**config.mk**
```make
export PLATFORM = sky130hd
export DESIGN_NAME = pin_irq_summary
export DESIGN_NICKNAME = d
export VERILOG_FILES = /design/src/rtl/pin_irq_summary_pkg.sv /design/src/rtl/pin_irq_summary_datapath.sv /design/src/rtl/pin_irq_summary_ctrl.sv /design/src/rtl/pin_irq_summary.sv
export SDC_FILE = /design/constraint.sdc
export NUM_CORES = 1
export LEC_CHECK = 0
export CORE_MARGIN = 8
export CORE_UTILIZATION = 27
export DETAILED_ROUTE_END_ITERATION = 10
export GPL_ROUTABILITY_DRIVEN = 1
export PLACE_DENSITY = 0.86
export SLEW_MARGIN = 10
export SYNTH_ARGS = -nofsm -noshare
export SYNTH_HDL_FRONTEND = slang
export SYNTH_HIERARCHICAL = 1
export SYNTH_SLANG_ARGS = --single-unit
```
**constraint.sdc**
```tcl
create_clock -name clk -period 3.2 [get_ports clk]
set_clock_uncertainty 0.2 [all_clocks]
set_input_delay 0.64 -clock clk [delete_from_list [all_inputs] [get_ports clk]]
set_output_delay 0.64 -clock clk [all_outputs]
set_load 0.05 [all_outputs]
```
**src/rtl/pin_irq_summary_pkg.sv**
```systemverilog
package pin_irq_summary_pkg;

  // width of the word-select field carried in the strobe struct
  localparam int unsigned SEL_W = 4;

  // line controller states
  typedef enum logic [1:0] {
    ST_ARMED   = 2'd0,
    ST_FIRE    = 2'd1,
    ST_BLOCKED = 2'd2
  } line_state_t;

  // strobes from control to datapath
  typedef struct packed {
    logic             rdLoad;
    logic             rdSummary;
    logic             rdControl;
    logic [SEL_W-1:0] rdWord;
  } rd_strobe_t;

endpackage

```
**src/rtl/pin_irq_summary_datapath.sv**
```systemverilog
module pin_irq_summary_datapath
  import pin_irq_summary_pkg::*;
#(
  parameter int unsigned NUM_PINS       = 184,
  parameter int unsigned PINS_PER_GROUP = 4,
  parameter int unsigned WORD_W         = 32
) (
  input  logic                clk,
  input  logic                rstN,
  input  logic [NUM_PINS-1:0] pinPending,
  input  rd_strobe_t          strobes,
  output logic                anyPending,
  output logic [WORD_W-1:0]   busRdData
);

  localparam int unsigned NUM_GROUPS = (NUM_PINS + PINS_PER_GROUP - 1) / PINS_PER_GROUP;
  localparam int unsigned PADDED     = NUM_GROUPS * PINS_PER_GROUP;
  localparam int unsigned NUM_WORDS  = (NUM_GROUPS + WORD_W - 1) / WORD_W;
  localparam int unsigned WIDE_W     = NUM_WORDS * WORD_W;
  localparam int unsigned HIGH_USED  = NUM_GROUPS - (NUM_WORDS - 1) * WORD_W;
  localparam logic [WORD_W-1:0] HIGH_MASK =
    WORD_W'((64'(1) << HIGH_USED) - 64'(1));

  logic [PADDED-1:0]     paddedPins;
  logic [NUM_GROUPS-1:0] groupHit;
  logic [WIDE_W-1:0]     summaryWide;
  logic [WORD_W-1:0]     summaryWord [NUM_WORDS];
  logic [WORD_W-1:0]     nextRd;
  logic [WORD_W-1:0]     rdReg;

  assign paddedPins = PADDED'(pinPending);

  // one OR per group of pins
  generate
    for (genvar g = 0; g < NUM_GROUPS; g++) begin : gen_group
      assign groupHit[g] = |paddedPins[g*PINS_PER_GROUP +: PINS_PER_GROUP];
    end
  endgenerate

  assign summaryWide = WIDE_W'(groupHit);
  assign anyPending  = |groupHit;

  generate
    for (genvar w = 0; w < NUM_WORDS; w++) begin : gen_word
      assign summaryWord[w] = summaryWide[w*WORD_W +: WORD_W];
    end
  endgenerate

  // read selection; the control word has no readable state
  always_comb begin
    nextRd = '0;
    if (strobes.rdSummary) begin
      for (int w = 0; w < NUM_WORDS; w++) begin
        if (strobes.rdWord == SEL_W'(w)) nextRd = summaryWord[w];
      end
    end else if (strobes.rdControl) begin
      nextRd = '0;
    end
  end

  always_ff @(posedge clk) begin
    if (!rstN)               rdReg <= '0;
    else if (strobes.rdLoad) rdReg <= nextRd;
  end

  assign busRdData = rdReg;

  // group reduction agrees with a flat OR of all pins
  a_r1_any_matches_pins: assert property (@(posedge clk) disable iff (!rstN)
    anyPending == (|pinPending))
    else $error("a_r1_any_matches_pins");

  // upper bits of the last summary word read as zero
  a_r2_high_word_pad: assert property (@(posedge clk) disable iff (!rstN)
    strobes.rdLoad && strobes.rdSummary && strobes.rdWord == SEL_W'(NUM_WORDS - 1)
    |=> (busRdData & ~HIGH_MASK) == '0)
    else $error("a_r2_high_word_pad");

  // control word reads back as zero
  a_r8_control_reads_zero: assert property (@(posedge clk) disable iff (!rstN)
    strobes.rdLoad && strobes.rdControl |=> busRdData == '0)
    else $error("a_r8_control_reads_zero");

  // read data holds between reads
  a_r3_hold: assert property (@(posedge clk) disable iff (!rstN)
    !strobes.rdLoad |=> $stable(busRdData))
    else $error("a_r3_hold");

endmodule

```
**src/rtl/pin_irq_summary_ctrl.sv**
```systemverilog
module pin_irq_summary_ctrl
  import pin_irq_summary_pkg::*;
#(
  parameter int unsigned NUM_WORDS = 2,
  parameter int unsigned ADDR_W    = 2,
  parameter int unsigned WORD_W    = 32,
  parameter int unsigned EOI_BIT   = 0
) (
  input  logic              clk,
  input  logic              rstN,
  input  logic              busWrEn,
  input  logic              busRdEn,
  input  logic [ADDR_W-1:0] busAddr,
  input  logic [WORD_W-1:0] busWrData,
  input  logic              anyPending,
  output rd_strobe_t        strobes,
  output logic              hostIrq
);

  localparam logic [ADDR_W-1:0] CONTROL_ADDR = ADDR_W'(NUM_WORDS);

  line_state_t state;
  line_state_t stateNext;
  logic        controlHit;
  logic        summaryHit;
  logic        eoiStrobe;
  logic        unusedWrBits;

  assign controlHit   = (busAddr == CONTROL_ADDR);
  assign summaryHit   = (busAddr < CONTROL_ADDR);
  assign eoiStrobe    = busWrEn && controlHit && busWrData[EOI_BIT];
  assign unusedWrBits = ^busWrData;

  always_comb begin
    strobes.rdLoad    = busRdEn;
    strobes.rdSummary = summaryHit;
    strobes.rdControl = controlHit;
    strobes.rdWord    = SEL_W'(busAddr);
  end

  always_comb begin
    stateNext = state;
    unique case (state)
      ST_ARMED:   if (anyPending) stateNext = ST_FIRE;
      ST_FIRE:    stateNext = ST_BLOCKED;
      ST_BLOCKED: if (eoiStrobe) stateNext = anyPending ? ST_FIRE : ST_ARMED;
      default:    stateNext = ST_ARMED;
    endcase
  end

  always_ff @(posedge clk) begin
    if (!rstN) state <= ST_ARMED;
    else       state <= stateNext;
  end

  assign hostIrq = (state == ST_FIRE);

  // armed line fires on the first pending edge
  a_r4_fire_when_armed: assert property (@(posedge clk) disable iff (!rstN)
    state == ST_ARMED && anyPending |=> hostIrq)
    else $error("a_r4_fire_when_armed");

  // the pulse lasts one cycle
  a_r4_single_cycle: assert property (@(posedge clk) disable iff (!rstN)
    hostIrq |=> !hostIrq)
    else $error("a_r4_single_cycle");

  // blocked line stays low without an EOI
  a_r5_blocked_low: assert property (@(posedge clk) disable iff (!rstN)
    state == ST_BLOCKED && !eoiStrobe |=> !hostIrq)
    else $error("a_r5_blocked_low");

  // EOI with work left fires again
  a_r6_eoi_refire: assert property (@(posedge clk) disable iff (!rstN)
    state == ST_BLOCKED && eoiStrobe && anyPending |=> hostIrq)
    else $error("a_r6_eoi_refire");

  // EOI with nothing pending re-arms quietly
  a_r7_eoi_rearm: assert property (@(posedge clk) disable iff (!rstN)
    state == ST_BLOCKED && eoiStrobe && !anyPending |=> !hostIrq && state == ST_ARMED)
    else $error("a_r7_eoi_rearm");

endmodule

```
**src/rtl/pin_irq_summary.sv**
```systemverilog
module pin_irq_summary
  import pin_irq_summary_pkg::*;
#(
  parameter int unsigned NUM_PINS       = 184,
  parameter int unsigned PINS_PER_GROUP = 4,
  parameter int unsigned WORD_W         = 32,
  parameter int unsigned ADDR_W         = 2,
  parameter int unsigned EOI_BIT        = 0
) (
  input  logic                clk,
  input  logic                rstN,
  input  logic [NUM_PINS-1:0] pinPending,
  input  logic                busWrEn,
  input  logic                busRdEn,
  input  logic [ADDR_W-1:0]   busAddr,
  input  logic [WORD_W-1:0]   busWrData,
  output logic [WORD_W-1:0]   busRdData,
  output logic                hostIrq
);

  localparam int unsigned NUM_GROUPS = (NUM_PINS + PINS_PER_GROUP - 1) / PINS_PER_GROUP;
  localparam int unsigned NUM_WORDS  = (NUM_GROUPS + WORD_W - 1) / WORD_W;

  rd_strobe_t strobes;
  logic       anyPending;

  pin_irq_summary_ctrl #(
    .NUM_WORDS (NUM_WORDS),
    .ADDR_W    (ADDR_W),
    .WORD_W    (WORD_W),
    .EOI_BIT   (EOI_BIT)
  ) u_ctrl (
    .clk        (clk),
    .rstN       (rstN),
    .busWrEn    (busWrEn),
    .busRdEn    (busRdEn),
    .busAddr    (busAddr),
    .busWrData  (busWrData),
    .anyPending (anyPending),
    .strobes    (strobes),
    .hostIrq    (hostIrq)
  );

  pin_irq_summary_datapath #(
    .NUM_PINS       (NUM_PINS),
    .PINS_PER_GROUP (PINS_PER_GROUP),
    .WORD_W         (WORD_W)
  ) u_datapath (
    .clk        (clk),
    .rstN       (rstN),
    .pinPending (pinPending),
    .strobes    (strobes),
    .anyPending (anyPending),
    .busRdData  (busRdData)
  );

endmodule

```
==> impl_table.tex <==
\begin{tabular}{lr}
\hline
Metric & Value \\
\hline
\multicolumn{2}{l}{\textbf{Logic synthesis}} \\
Total standard cell area after synthesis & 1911 µm² \\
Ys Warns & 6 \\
Synthesized area divided by synthesized cell count & 8.130 µm² \\
Post-synthesis cell count & 235 \\
\multicolumn{2}{l}{\textbf{Clocking}} \\
Number of post-CTS setup repair buffers & 0 \\
Cell chosen for the clock root & sky130\_fd\_sc\_hd\_\_clkbuf\_8 \\
Post-CTS Hold Buffers & 0 \\
CTS tree & done \\
Number of cells upsized or downsized after cts & 0 \\
Number of buffers on the longest clock path & 2 \\
\# clock sinks & 34 \\
Number of buffers inserted during clock tree synthesis & 5 \\
Deepest level of the CTS H-tree & 2 \\
Clock-pin slew on the worst setup and hold paths & 80 ps \\
Source-to-sink clock delay at the later pin of the worst-skew pair & 280 ps \\
\multicolumn{2}{l}{\textbf{Setup path}} \\
Category of the worst setup path launch point & input pin \\
WP data arrival & 2520 ps \\
Worst reg2reg path endpoint & u\_ctrl/state[1]\$\_SDFFE\_PN0P\_ \\
Depth of the most critical reg-to-reg path & 2 \\
Biggest fanout along the worst timing path & 2 \\
Endpoint type of the worst setup path & register \\
Slack of the worst reg-to-reg path & 2190 ps \\
Worst setup path startpoint & pinPending[125] \\
Worst r2r src & u\_ctrl/state[0]\$\_SDFFE\_PN0P\_ \\
Worst Path Required & 3170 ps \\
Type of the worst setup path & input pin to register \\
\multicolumn{2}{l}{\textbf{Timing}} \\
Worst slew margin relative to its limit & 58.09\% \\
Fmax achieved & 392.4 MHz \\
Setup repair after global routing missed its margin & no \\
Sum of negative setup slack & 0 ps \\
Min Clock Period, post-route & 2549 ps \\
Tcrit/Tclk final & 79.65\% \\
Count of endpoints failing setup in the final report & 0 \\
Final Hold Fails & 0 \\
Worst-Margin Slew & 622.9 ps \\
Slew Limit Fails & 0 \\
\multicolumn{2}{l}{\textbf{Die}} \\
Horizontal extent of the die & 100.1 µm \\
Effective utilization at floorplan & 27.97\% \\
Die outline area & 10,020 µm² \\
Floorplan die height & 100.1 µm \\
Standard-cell rows & 30 \\
Number of top-level design ports & 255 \\
Core box area & 6832 µm² \\
\multicolumn{2}{l}{\textbf{Routing}} \\
Antenna-violating nets left & 0 \\
Vias post-DR & 2,692 \\
DRC violations left & 0 \\
Routed length per instance & 18.67 µm \\
First-iteration detailed-routing DRC count & 89 \\
Routed WL & 10,380 µm \\
1st-pass router iterations & 4 \\
Vias per cell & 4.842 \\
\multicolumn{2}{l}{\textbf{Place}} \\
Weighted congestion reported at the end of routability-driven placement & 0.8684 \\
DP Area & 4237 µm² \\
HPWL after DPL & 9031 µm \\
Number of port buffers & 223 \\
Placed cell count & 548 \\
\multicolumn{2}{l}{\textbf{Pwr}} \\
Final total power & 0.001130 W \\
VDD IR-drop max & 198.5 µV \\
Power per cell area & 260.9 nW/µm² \\
Leakage Power & 1.494 nW \\
\multicolumn{2}{l}{\textbf{Finish}} \\
\# diodes & 0 \\
Number of fill cells in the layout & 607 \\
Growth of design area from synthesis to finish & 126.7\% \\
Most common library cell in the layout ignoring fill and taps & sky130\_fd\_sc\_hd\_\_clkdlybuf4s50\_1 \\
Layout Cells excl Fill & 556 \\
Fraction of layout instances using a drive strength above 1 & 4.783\% \\
Highest-count cells in the layout ignoring fill and taps & 223 x sky130\_fd\_sc\_hd\_\_clkdlybuf4s50\_1, 49 x sky130\_fd\_sc\_hd\_\_nor4\_1, 34 x sky130\_fd\_sc\_hd\_\_dfxtp\_1 \\
Design area & 4332 µm² \\
Number of nets in the finished design & 681 \\
\multicolumn{2}{l}{\textbf{Outcome}} \\
Status & finished, final reports clean \\
\multicolumn{2}{l}{\textbf{GRT}} \\
Global-route wire length before repair & 15,560 µm \\
Overall fraction of global-route tracks in use & 19.84\% \\
Number of global-route vias before repair & 3,002 \\
Aggregate global routing overflow & 0 \\
Initial antenna violation count & 0 \\
Pin count of the biggest net entering global routing & 33 \\
\multicolumn{2}{l}{\textbf{Hold path}} \\
Min-Delay Path Depth & 1 \\
Worst hold-check path type & register to register \\
Startpoint of the lowest-slack hold path & u\_ctrl/state[1]\$\_SDFFE\_PN0P\_ \\
End point of the most critical hold path & u\_ctrl/state[0]\$\_SDFFE\_PN0P\_ \\
\multicolumn{2}{l}{\textbf{Job}} \\
Total of max-cap violations & 0 \\
\hline
\end{tabular}
==> state kept, by name, summed over array words and instances, names as in the netlist <==
| register | cells |
|---|---|
| u_ctrl/state | 2 |
| u_datapath/busRdData | 32 |
==> stage by stage <==
| step | hold slack (ps) | util (%) | worst slack [ps] |
|---|---|---|---|
| after global routing | 308.9 | 63.41 | 483.3 |
| after detailed placement | 274.0 | 62.01 | 354.2 |
| after CTS | 287.1 | 63.41 | 652.2 |
| after floorplan | 245.8 | - | 1141 |
| final | 290.7 | 63.41 | 651.3 |
| after global placement | 265.2 | 62.01 | 374.5 |
==> critical path, cell delays in order <==
cell and delay (ps):
sky130_fd_sc_hd__clkdlybuf4s50_1 430, sky130_fd_sc_hd__nor4_1 550, sky130_fd_sc_hd__nand4_1 170, sky130_fd_sc_hd__nor4_1 450, sky130_fd_sc_hd__nand3_1 130, sky130_fd_sc_hd__nand2_1 90
sky130_fd_sc_hd__a211oi_1 60
==> per-layer routing <==
layer	track usage (%)	vias up	wire [µm]
li1	-	1333	-
met4	3.837	0	55
met1	21.94	1239	3946
met2	36.15	118	5425
met3	6.298	2	952
met5	0	-	0
==> worst max-delay path by stage <==
| stage | end | slack, ps |
|---|---|---|
| after floorplan | u_datapath/busRdData[12]$_SDFFE_PN0P_ | 1140 |
| after global placement | u_ctrl/state[0]$_SDFFE_PN0P_ | 370 |
| after detailed placement | u_ctrl/state[0]$_SDFFE_PN0P_ | 350 |
| after CTS | u_ctrl/state[0]$_SDFFE_PN0P_ | 650 |
| after global routing | u_ctrl/state[0]$_SDFFE_PN0P_ | 480 |
| final | u_ctrl/state[0]$_SDFFE_PN0P_ | 650 |
==> cell type report <==
| class | count | area (µm²) | area share (%) |
|---|---|---|---|
| tap | 96 | 120.1 | 2.773 |
| inverter | 20 | 75.07 | 1.733 |
| clock buffer | 6 | 82.58 | 1.906 |
| sequential | 34 | 680.7 | 15.71 |
| clock inverter | 2 | 12.51 | 0.2889 |
| timing repair buffer | 233 | 2307 | 53.26 |
| multi-input combinational | 165 | 1054 | 24.32 |
==> where the power goes <==
part	switching, W	internal [W]
logic	0.000107	0.000243
registers	0.00000700	0.000432
clock network	0.000167	0.000173
total	0.000281	0.000849
Power figures use the tool's default switching activity.
